$ cat src/rtl/irpt_pkg.sv
package irpt_pkg;

    typedef enum logic [2:0] {
        ST_OFF   = 3'd0,
        ST_IDLE  = 3'd1,
        ST_MARK  = 3'd2,
        ST_SPACE = 3'd3,
        ST_DROP  = 3'd4
    } fsm_state_t;

    typedef struct packed {
        logic [7:0] pmax;
        logic [7:0] pmin;
        logic [7:0] wmax;
        logic [7:0] wmin;
    } sym_win_t;

    typedef struct packed {
        logic lead_en;
        logic inv;
        logic msb_first;
        logic pol;
        logic en;
    } ctrl_t;

    localparam int BUS_W     = 32;
    localparam int NUM_DSYM  = 4;
    localparam int SHR_W     = 64;
    localparam int LEN_W     = 7;
    localparam int NUM_IRQ   = 3;
    localparam int IRQ_VALID = 0;
    localparam int IRQ_MATCH = 1;
    localparam int IRQ_EDGE  = 2;
    localparam int MAXLEN_CAP = 48;

    localparam int REG_CTRL  = 0;
    localparam int REG_LEAD  = 1;
    localparam int REG_SYM0  = 2;
    localparam int REG_FRAME = 6;
    localparam int REG_STAT  = 7;
    localparam int REG_DLO   = 8;
    localparam int REG_DHI   = 9;
    localparam int REG_FDLO  = 10;
    localparam int REG_FDHI  = 11;
    localparam int REG_FMLO  = 12;
    localparam int REG_FMHI  = 13;
    localparam int REG_IEN   = 14;
    localparam int REG_ISTAT = 15;
    localparam int REG_ICLR  = 16;

endpackage

$ cat src/rtl/irpt_win.sv
module irpt_win
    import irpt_pkg::*;
#(
    parameter int CNT_W = 12,
    parameter int W_SH  = 0,
    parameter int P_SH  = 1
) (
    input  logic [CNT_W-1:0] w_cnt,
    input  logic [CNT_W-1:0] p_cnt,
    input  sym_win_t         win,
    output logic             hit
);
    logic [CNT_W-1:0] w_s;
    logic [CNT_W-1:0] p_s;

    always_comb begin
        w_s = w_cnt >> W_SH;
        p_s = p_cnt >> P_SH;
        hit = (w_s >= CNT_W'(win.wmin)) && (w_s <= CNT_W'(win.wmax)) &&
              (p_s >= CNT_W'(win.pmin)) && (p_s <= CNT_W'(win.pmax));
    end
endmodule

$ cat src/rtl/irpt_fsm.sv
module irpt_fsm
    import irpt_pkg::*;
#(
    parameter int CNT_W = 12
) (
    input  logic                clk,
    input  logic                rst_n,
    input  logic                tick,
    input  logic                sig,
    input  ctrl_t               ctrl,
    input  logic [7:0]          ft_min,
    input  logic [4:0]          min_len,
    input  logic [5:0]          max_len,
    input  logic                lead_hit,
    input  logic [NUM_DSYM-1:0] data_hit,
    output logic [CNT_W-1:0]    w_cnt,
    output logic [CNT_W-1:0]    p_cnt,
    output logic                done,
    output logic [LEN_W-1:0]    done_len,
    output logic [SHR_W-1:0]    done_data,
    output fsm_state_t          state
);
    localparam logic [LEN_W-1:0] LEN_SAT = '1;

    fsm_state_t       nxt;
    logic [CNT_W-1:0] sp_cnt;
    logic [CNT_W-1:0] sp_nxt;
    logic [CNT_W-1:0] ft_thr;
    logic [LEN_W-1:0] bits;
    logic [SHR_W-1:0] shreg;
    logic             lead_ok;
    logic             gap_done;
    logic             want_lead;
    logic             sym_ok;
    logic             bit_raw;
    logic             bit_val;
    logic             len_ok;
    logic             accept;

    function automatic logic [CNT_W-1:0] sinc(input logic [CNT_W-1:0] v);
        return (&v) ? v : v + 1'b1;
    endfunction

    always_comb begin
        ft_thr    = CNT_W'({ft_min, 3'b000});
        sp_nxt    = sinc(sp_cnt);
        gap_done  = sp_nxt >= ft_thr;
        want_lead = ctrl.lead_en && !lead_ok;
        sym_ok    = want_lead ? lead_hit : (|data_hit);
        if (data_hit[0])      bit_raw = 1'b0;
        else if (data_hit[1]) bit_raw = 1'b1;
        else if (data_hit[2]) bit_raw = 1'b0;
        else                  bit_raw = 1'b1;
        bit_val   = bit_raw ^ ctrl.inv;
        len_ok    = (bits >= LEN_W'(min_len)) && (bits <= LEN_W'(max_len));
        accept    = gap_done && len_ok && (!ctrl.lead_en || lead_ok);
    end

    // next-state decode
    always_comb begin
        nxt = state;
        if (!ctrl.en) begin
            nxt = ST_OFF;
        end else if (tick) begin
            unique case (state)
                ST_OFF:   nxt = ST_DROP;
                ST_DROP:  if (!sig && gap_done) nxt = ST_IDLE;
                ST_IDLE:  if (sig) nxt = ST_MARK;
                ST_MARK:  if (!sig) nxt = ST_SPACE;
                ST_SPACE: begin
                    if (sig)           nxt = sym_ok ? ST_MARK : ST_DROP;
                    else if (gap_done) nxt = ST_IDLE;
                end
                default:  nxt = ST_OFF;
            endcase
        end
    end

    // state register
    always_ff @(posedge clk or negedge rst_n) begin
        if (!rst_n) state <= ST_OFF;
        else        state <= nxt;
    end

    // counters, shift register and outputs
    always_ff @(posedge clk or negedge rst_n) begin
        if (!rst_n) begin
            w_cnt     <= '0;
            p_cnt     <= '0;
            sp_cnt    <= '0;
            bits      <= '0;
            shreg     <= '0;
            lead_ok   <= 1'b0;
            done      <= 1'b0;
            done_len  <= '0;
            done_data <= '0;
        end else begin
            done <= 1'b0;
            if (!ctrl.en) begin
                w_cnt   <= '0;
                p_cnt   <= '0;
                sp_cnt  <= '0;
                bits    <= '0;
                shreg   <= '0;
                lead_ok <= 1'b0;
            end else if (tick) begin
                unique case (state)
                    ST_OFF: sp_cnt <= '0;
                    ST_DROP: sp_cnt <= sig ? '0 : sp_nxt;
                    ST_IDLE: begin
                        if (sig) begin
                            w_cnt   <= CNT_W'(1);
                            p_cnt   <= CNT_W'(1);
                            bits    <= '0;
                            shreg   <= '0;
                            lead_ok <= 1'b0;
                        end
                    end
                    ST_MARK: begin
                        p_cnt <= sinc(p_cnt);
                        if (sig) begin
                            w_cnt <= sinc(w_cnt);
                        end else begin
                            sp_cnt <= CNT_W'(1);
                        end
                    end
                    ST_SPACE: begin
                        if (sig) begin
                            if (sym_ok) begin
                                if (want_lead) begin
                                    lead_ok <= 1'b1;
                                end else begin
                                    if (bits < LEN_W'(SHR_W)) begin
                                        if (ctrl.msb_first)
                                            shreg <= {shreg[SHR_W-2:0], bit_val};
                                        else
                                            shreg[bits[LEN_W-2:0]] <= bit_val;
                                    end
                                    if (bits != LEN_SAT) bits <= bits + 1'b1;
                                end
                                w_cnt <= CNT_W'(1);
                                p_cnt <= CNT_W'(1);
                            end else begin
                                sp_cnt <= '0;
                            end
                        end else begin
                            p_cnt  <= sinc(p_cnt);
                            sp_cnt <= sp_nxt;
                            if (accept) begin
                                done      <= 1'b1;
                                done_len  <= bits;
                                done_data <= shreg;
                            end
                        end
                    end
                    default: sp_cnt <= '0;
                endcase
            end
        end
    end
endmodule

$ cat src/rtl/irpt_regs.sv
module irpt_regs
    import irpt_pkg::*;
#(
    parameter int ADDR_W = 5
) (
    input  logic                clk,
    input  logic                rst_n,
    input  logic                bus_wr,
    input  logic [ADDR_W-1:0]   bus_addr,
    input  logic [BUS_W-1:0]    bus_wdata,
    output logic [BUS_W-1:0]    bus_rdata,
    input  logic                done,
    input  logic [LEN_W-1:0]    done_len,
    input  logic [SHR_W-1:0]    done_data,
    input  logic                edge_evt,
    output ctrl_t               ctrl,
    output sym_win_t            lead_win,
    output sym_win_t [NUM_DSYM-1:0] data_win,
    output logic [7:0]          ft_min,
    output logic [4:0]          min_len,
    output logic [5:0]          max_len,
    output logic                stat_valid,
    output logic [LEN_W-1:0]    rx_len,
    output logic [NUM_IRQ-1:0]  irq_stat,
    output logic                irq
);
    logic [SHR_W-1:0]   rx_data;
    logic [SHR_W-1:0]   flt_data;
    logic [SHR_W-1:0]   flt_mask;
    logic [NUM_IRQ-1:0] irq_en;
    logic [NUM_IRQ-1:0] irq_set;
    logic [NUM_IRQ-1:0] irq_clr;
    logic [5:0]         max_wr;
    logic               mask_on;
    logic               masked_eq;

    function automatic logic hit_addr(input logic [ADDR_W-1:0] a, input int r);
        return a == ADDR_W'(r);
    endfunction

    always_comb begin
        mask_on   = |flt_mask;
        masked_eq = ((done_data ^ flt_data) & flt_mask) == '0;
        irq_set            = '0;
        irq_set[IRQ_VALID] = done && !mask_on;
        irq_set[IRQ_MATCH] = done && mask_on && masked_eq;
        irq_set[IRQ_EDGE]  = edge_evt;
        irq_clr = (bus_wr && hit_addr(bus_addr, REG_ICLR)) ? bus_wdata[NUM_IRQ-1:0] : '0;
        max_wr  = {bus_wdata[21:17], 1'b0};
        if (max_wr > 6'(MAXLEN_CAP)) max_wr = 6'(MAXLEN_CAP);
    end

    always_ff @(posedge clk or negedge rst_n) begin
        if (!rst_n) begin
            ctrl       <= '0;
            lead_win   <= '0;
            data_win   <= '0;
            ft_min     <= '0;
            min_len    <= '0;
            max_len    <= '0;
            stat_valid <= 1'b0;
            rx_len     <= '0;
            rx_data    <= '0;
            flt_data   <= '0;
            flt_mask   <= '0;
            irq_en     <= '0;
            irq_stat   <= '0;
        end else begin
            if (bus_wr) begin
                if (hit_addr(bus_addr, REG_CTRL))  ctrl <= ctrl_t'(bus_wdata[4:0]);
                if (hit_addr(bus_addr, REG_LEAD))  lead_win <= sym_win_t'(bus_wdata);
                for (int k = 0; k < NUM_DSYM; k++)
                    if (hit_addr(bus_addr, REG_SYM0 + k)) data_win[k] <= sym_win_t'(bus_wdata);
                if (hit_addr(bus_addr, REG_FRAME)) begin
                    ft_min  <= bus_wdata[7:0];
                    min_len <= {bus_wdata[12:9], 1'b0};
                    max_len <= max_wr;
                end
                if (hit_addr(bus_addr, REG_FDLO)) flt_data[31:0]  <= bus_wdata;
                if (hit_addr(bus_addr, REG_FDHI)) flt_data[63:32] <= bus_wdata;
                if (hit_addr(bus_addr, REG_FMLO)) flt_mask[31:0]  <= bus_wdata;
                if (hit_addr(bus_addr, REG_FMHI)) flt_mask[63:32] <= bus_wdata;
                if (hit_addr(bus_addr, REG_IEN))  irq_en <= bus_wdata[NUM_IRQ-1:0];
            end
            if (done) begin
                stat_valid <= 1'b1;
                rx_len     <= done_len;
                rx_data    <= done_data;
            end else if (bus_wr && hit_addr(bus_addr, REG_STAT) && !bus_wdata[0]) begin
                stat_valid <= 1'b0;
            end
            irq_stat <= (irq_stat & ~irq_clr) | irq_set;
        end
    end

    assign irq = |(irq_stat & irq_en);

    always_comb begin
        bus_rdata = '0;
        case (bus_addr)
            ADDR_W'(REG_CTRL):  bus_rdata = {27'd0, ctrl};
            ADDR_W'(REG_LEAD):  bus_rdata = lead_win;
            ADDR_W'(REG_FRAME): bus_rdata = {10'd0, max_len, 3'd0, min_len, ft_min};
            ADDR_W'(REG_STAT):  bus_rdata = {17'd0, rx_len, 7'd0, stat_valid};
            ADDR_W'(REG_DLO):   bus_rdata = rx_data[31:0];
            ADDR_W'(REG_DHI):   bus_rdata = rx_data[63:32];
            ADDR_W'(REG_FDLO):  bus_rdata = flt_data[31:0];
            ADDR_W'(REG_FDHI):  bus_rdata = flt_data[63:32];
            ADDR_W'(REG_FMLO):  bus_rdata = flt_mask[31:0];
            ADDR_W'(REG_FMHI):  bus_rdata = flt_mask[63:32];
            ADDR_W'(REG_IEN):   bus_rdata = {29'd0, irq_en};
            ADDR_W'(REG_ISTAT): bus_rdata = {29'd0, irq_stat};
            default:            bus_rdata = '0;
        endcase
        for (int k = 0; k < NUM_DSYM; k++)
            if (hit_addr(bus_addr, REG_SYM0 + k)) bus_rdata = data_win[k];
    end
endmodule

$ cat src/rtl/irpt_decoder.sv
module irpt_decoder
    import irpt_pkg::*;
#(
    parameter int ADDR_W      = 5,
    parameter int CNT_W       = 12,
    parameter int SYNC_STAGES = 2
) (
    input  logic              clk,
    input  logic              rst_n,
    input  logic              ir_tick,
    input  logic              ir_in,
    input  logic              bus_wr,
    input  logic [ADDR_W-1:0] bus_addr,
    input  logic [31:0]       bus_wdata,
    output logic [31:0]       bus_rdata,
    output logic              irq
);
    logic [SYNC_STAGES-1:0]  sync_q;
    logic                    lvl;
    logic                    lvl_prev;
    logic                    sig;
    logic                    edge_evt;
    ctrl_t                   ctrl;
    sym_win_t                lead_win;
    sym_win_t [NUM_DSYM-1:0] data_win;
    logic [7:0]              ft_min;
    logic [4:0]              min_len;
    logic [5:0]              max_len;
    logic                    stat_valid;
    logic [LEN_W-1:0]        rx_len;
    logic [NUM_IRQ-1:0]      irq_stat;
    logic [CNT_W-1:0]        w_cnt;
    logic [CNT_W-1:0]        p_cnt;
    logic                    lead_hit;
    logic [NUM_DSYM-1:0]     data_hit;
    logic                    frame_done;
    logic [LEN_W-1:0]        done_len;
    logic [SHR_W-1:0]        done_data;
    fsm_state_t              fsm_state;

    always_ff @(posedge clk or negedge rst_n) begin
        if (!rst_n) begin
            sync_q   <= '0;
            lvl_prev <= 1'b0;
        end else begin
            sync_q <= {sync_q[SYNC_STAGES-2:0], ir_in};
            if (ir_tick) lvl_prev <= lvl;
        end
    end

    assign lvl      = sync_q[SYNC_STAGES-1];
    assign sig      = lvl ^ ctrl.pol;
    assign edge_evt = ir_tick && (lvl != lvl_prev);

    irpt_regs #(.ADDR_W(ADDR_W)) u_regs (
        .clk(clk), .rst_n(rst_n),
        .bus_wr(bus_wr), .bus_addr(bus_addr), .bus_wdata(bus_wdata), .bus_rdata(bus_rdata),
        .done(frame_done), .done_len(done_len), .done_data(done_data), .edge_evt(edge_evt),
        .ctrl(ctrl), .lead_win(lead_win), .data_win(data_win),
        .ft_min(ft_min), .min_len(min_len), .max_len(max_len),
        .stat_valid(stat_valid), .rx_len(rx_len), .irq_stat(irq_stat), .irq(irq)
    );

    irpt_win #(.CNT_W(CNT_W), .W_SH(4), .P_SH(4)) u_lead_win (
        .w_cnt(w_cnt), .p_cnt(p_cnt), .win(lead_win), .hit(lead_hit)
    );

    for (genvar gi = 0; gi < NUM_DSYM; gi++) begin : g_dwin
        irpt_win #(.CNT_W(CNT_W), .W_SH(0), .P_SH(1)) u_win (
            .w_cnt(w_cnt), .p_cnt(p_cnt), .win(data_win[gi]), .hit(data_hit[gi])
        );
    end

    irpt_fsm #(.CNT_W(CNT_W)) u_fsm (
        .clk(clk), .rst_n(rst_n), .tick(ir_tick), .sig(sig), .ctrl(ctrl),
        .ft_min(ft_min), .min_len(min_len), .max_len(max_len),
        .lead_hit(lead_hit), .data_hit(data_hit),
        .w_cnt(w_cnt), .p_cnt(p_cnt),
        .done(frame_done), .done_len(done_len), .done_data(done_data),
        .state(fsm_state)
    );
endmodule

$ cat config.mk
export PLATFORM = sky130hd
export DESIGN_NAME = irpt_decoder
export DESIGN_NICKNAME = d
export VERILOG_FILES = /design/src/rtl/irpt_pkg.sv /design/src/rtl/irpt_win.sv /design/src/rtl/irpt_fsm.sv /design/src/rtl/irpt_regs.sv /design/src/rtl/irpt_decoder.sv
export SDC_FILE = /design/constraint.sdc
export NUM_CORES = 1
export LEC_CHECK = 0
export ABC_CLOCK_PERIOD_IN_PS = 4300
export BUFFER_PORTS_ARGS = -buffer_cell sky130_fd_sc_hd__buf_2
export CAP_MARGIN = 20
export CORE_UTILIZATION = 45
export DETAILED_ROUTE_END_ITERATION = 16
export HOLD_SLACK_MARGIN = 0.08
export PLACE_DENSITY = 0.6
export SLEW_MARGIN = 10
export SYNTH_ARGS = -nofsm -noshare
export SYNTH_HDL_FRONTEND = slang
export SYNTH_SLANG_ARGS = --single-unit
export TNS_END_PERCENT = 5
$ cat constraint.sdc
create_clock -name clk -period 4.3 [get_ports clk]
set_input_delay 0.645 -clock clk [delete_from_list [all_inputs] [get_ports clk]]
set_output_delay 0.645 -clock clk [all_outputs]
set_load 0.005 [all_outputs]
==> reports/results.ini <==
[global_route]
track_usage_pct=29.93
grt_pass1_vias=24380
grt_overflow=0
grt_max_degree=85
grt_pass1_wl_mm=159.9
antenna_found_initial=7

[clock_network]
clock_sinks=574
clockBufferDepth=3
ctsRootBufferMaster=clkbuf_16
clk_pin_slew_worst_paths_ps=60
cts_made_buffers=67
h-tree-depth=3
clock_latency_ps=610
cts_tree=done

[worst_setup_path]
cp_slowest_stage_delay_ps=630
required_ps=4780
end_kind=flop
startpoint_type=flop
cp_data_arrival_time_ps=4620
critPathSlowestCell=dfrtp_1
worstSetupPathType=reg2reg
cp_cell_sequence=ha_1, nand4_1, o31ai_2, o211a_1, o221ai_1, a41oi_1, buf_4, mux2i_4, buf_12, o31ai_1, mux2_2
path_max_fanout=63

[logic_synthesis]
synth_xor_xnor_area_share_pct=2.063
yosys_warnings=0
synth_common_cells=dfrtp_1 (574), mux2_2 (518), nand2_1 (242)
synth_top_family_by_area=multiplexers
synth_edf_count=0
yosysTopAreaCellShare_pct=45.10
synth_simple_gate_area_share_pct=9.425
synth_area_leaders=dfrtp_1 (45%), mux2_2 (18%), ha_1 (7.1%)
synth_mux_area_share_pct=18.76
netlist_area_sq_um=31850
syn-mean-instance-area_sq_um=10.83
yosys.area.top_type=dfrtp_1
ys_ff_latch=574
async_flop_share_pct=100.0
syn_inst=2941
synth_fa_ha_area_share_pct=7.111
synth-compound-area-share_pct=13.27
yosysSeqAreaShare_pct=45.10
ys_types=71
syn_nets=3164
synth_most_common_cell=dfrtp_1
ys.flop_type=dfrtp_1

[placement]
io_buffers=74
hpwl_mm=76.36
globalplace.congestion=1.009
placed_area_sq_um=33690

[routing]
dr.first_iter.drc_count=2602
wirelength_mm=106.7
wl_per_cell_microns=26.82
drtAntennaViolNets=0
remaining_drc_errors=0
drt-pass1-iter-count=8
vias_per_cell=6.254
dr_total_vias=24890

[timing]
tns_ps=0
period_minus_slack_ps=4139
finClkSkew_ps=22.03
fmax_mhz=241.6
hold_viol_final=0
maxSlewViolCount=0
tightest_slew_ps=1148
setup_viol=0
slew_headroom_pct=23.27
fin_crit_sh_pct=96.24
grt_setup_unrepaired=no

[pwr]
worst_ir_drop_vdd_mv=0.2751
p_leak_uw=0.01693
p_per_area_nw_per_um2=416.9

[floorplan]
start_util_pct=45.48
die_y_microns=268.0
ios=75
coreArea_sq_um=70030
die_x_microns=268.0
dieArea_sq_um=71840
rows=97

[flow_run]
maxCapViolCount=0

[finish]
drive_above_1_share_pct=26.82
area_growth_pct=12.77
final_net_count=3216
fin_area_sq_um=35910

[outcome]
status=completed

[min_path]
hp-class=in2reg

## logic make-up (layout without fill, tap and decap cells)
family	after synthesis	in the layout
simple gates	616	616
compound gates	605	605
flops	574	574
mux	532	532
buf+inv	358	456
fa+ha+maj	181	181
xor+xnor	75	75
other cells	0	1
## final timing paths
path	from	endpoint	slack, ps	depth (start not counted)
hold / removal	ir_in	sync_q[0]	170	1
min in group asynchronous	rst_n	u_regs.data_win[62]	650	2
max in group asynchronous	rst_n	u_fsm.w_cnt[2]	2620	3
setup reg to reg	u_fsm.w_cnt[5]	u_fsm.shreg[61]	160	11
hold reg to reg	sync_q[0]	sync_q[1]	350	0
setup / recovery	u_fsm.w_cnt[5]	u_fsm.shreg[61]	160	11
## through the flow
step,utilization (%),power (uW),hold slack [ps],setup slack [ps],instances
2_1_floorplan,-,8188,331.2,430.3,2941
3_3_place_gp,48.10,9269,332.2,49.69,3859
3_5_place_dp,48.12,9360,337.9,11.55,3860
4_1_cts,51.15,15010,84.29,60.75,3975
5_1_grt,51.28,15590,157.0,13.83,3980
6_report,51.28,14970,165.3,161.5,3980
## power breakdown
group	internal [uW]	total, uW	switching [uW]	leakage, uW
Clock	3320	5630	2300	0.00105
Sequential	6000	6730	728	0.00762
Combinational	1180	2620	1440	0.00825
## layer usage
layer / routed length (microns) / share of wire, % / vias to the layer above / GRT usage, %
met5: 34 / 0.032 / - / 0
li1: - / - / 10930 / -
met2: 47770 / 45 / 1073 / 45.83
met3: 8531 / 8.0 / 209 / 5.965
met1: 46140 / 43 / 12680 / 41.43
met4: 4256 / 4.0 / 6 / 12.09
## cell usage in the layout, fill, tap and decap left out, types with 14 or more instances in the layout
master / instances
buf_12: 20
a221oi_1: 38
a222oi_1: 19
nand2b_1: 18
clkbuf_1: 17
clkbuf_16: 70
o21a_1: 14
and3_1: 22
inv_1: 179
a22oi_1: 75
nand4_1: 65
buf_4: 63
buf_2: 73
a22o_1: 37
nor3_1: 24
xor2_1: 68
dfrtp_1: 572
a21o_1: 20
nor2b_1: 22
nand2_1: 241
nor2_1: 77
mux2_2: 518
a31oi_1: 38
o31ai_1: 71
a211oi_1: 14
nor4_1: 23
ha_1: 181
o21ai_0: 79
a21oi_1: 122
nand3_1: 50
## repair_timing
item	CTS	global route
resized for setup	1	12
hold buffers	0	1
cloned	0	1
endpoints found under the setup margin	3	136
pin swaps	0	2
endpoints found under the hold margin	0	1
setup buffers	0	1
## sequential cells by signal, summed over array words and instances, names as in the netlist, 7 cells and up
signal	flops
u_fsm.w_cnt	12
u_regs.flt_mask	64
u_fsm.shreg	64
u_fsm.done_data	64
u_fsm.done_len	7
u_fsm.bits	7
u_regs.rx_len	7
u_regs.data_win	128
u_regs.flt_data	64
u_fsm.p_cnt	12
u_fsm.sp_cnt	12
u_regs.rx_data	64
u_regs.ft_min	8
u_regs.lead_win	32
## worst max-delay path, delay by kind of cell, from the launching register on
family	cells	cell delay [ps]
buffers and inverters	2	560
AO/OA/AOI/OAI	5	1630
multiplexers	2	550
AND/OR/NAND/NOR	1	120
flip-flops	1	630
adder cells (fa/ha/maj)	1	440
## cell type report
| type | instances | area, sq um |
|---|---|---|
| well taps | 940 | 1176 |
| clock inverters | 17 | 170.2 |
| diodes | 1 | 2.502 |
| multi-input cells | 2009 | 16260 |
| repair buffers | 160 | 1299 |
| flip-flops and latches | 574 | 14370 |
| inverters | 181 | 679.4 |
| clock buffers | 98 | 1956 |
| fillers | 6259 | 34120 |
Power figures use the tool's default switching activity.
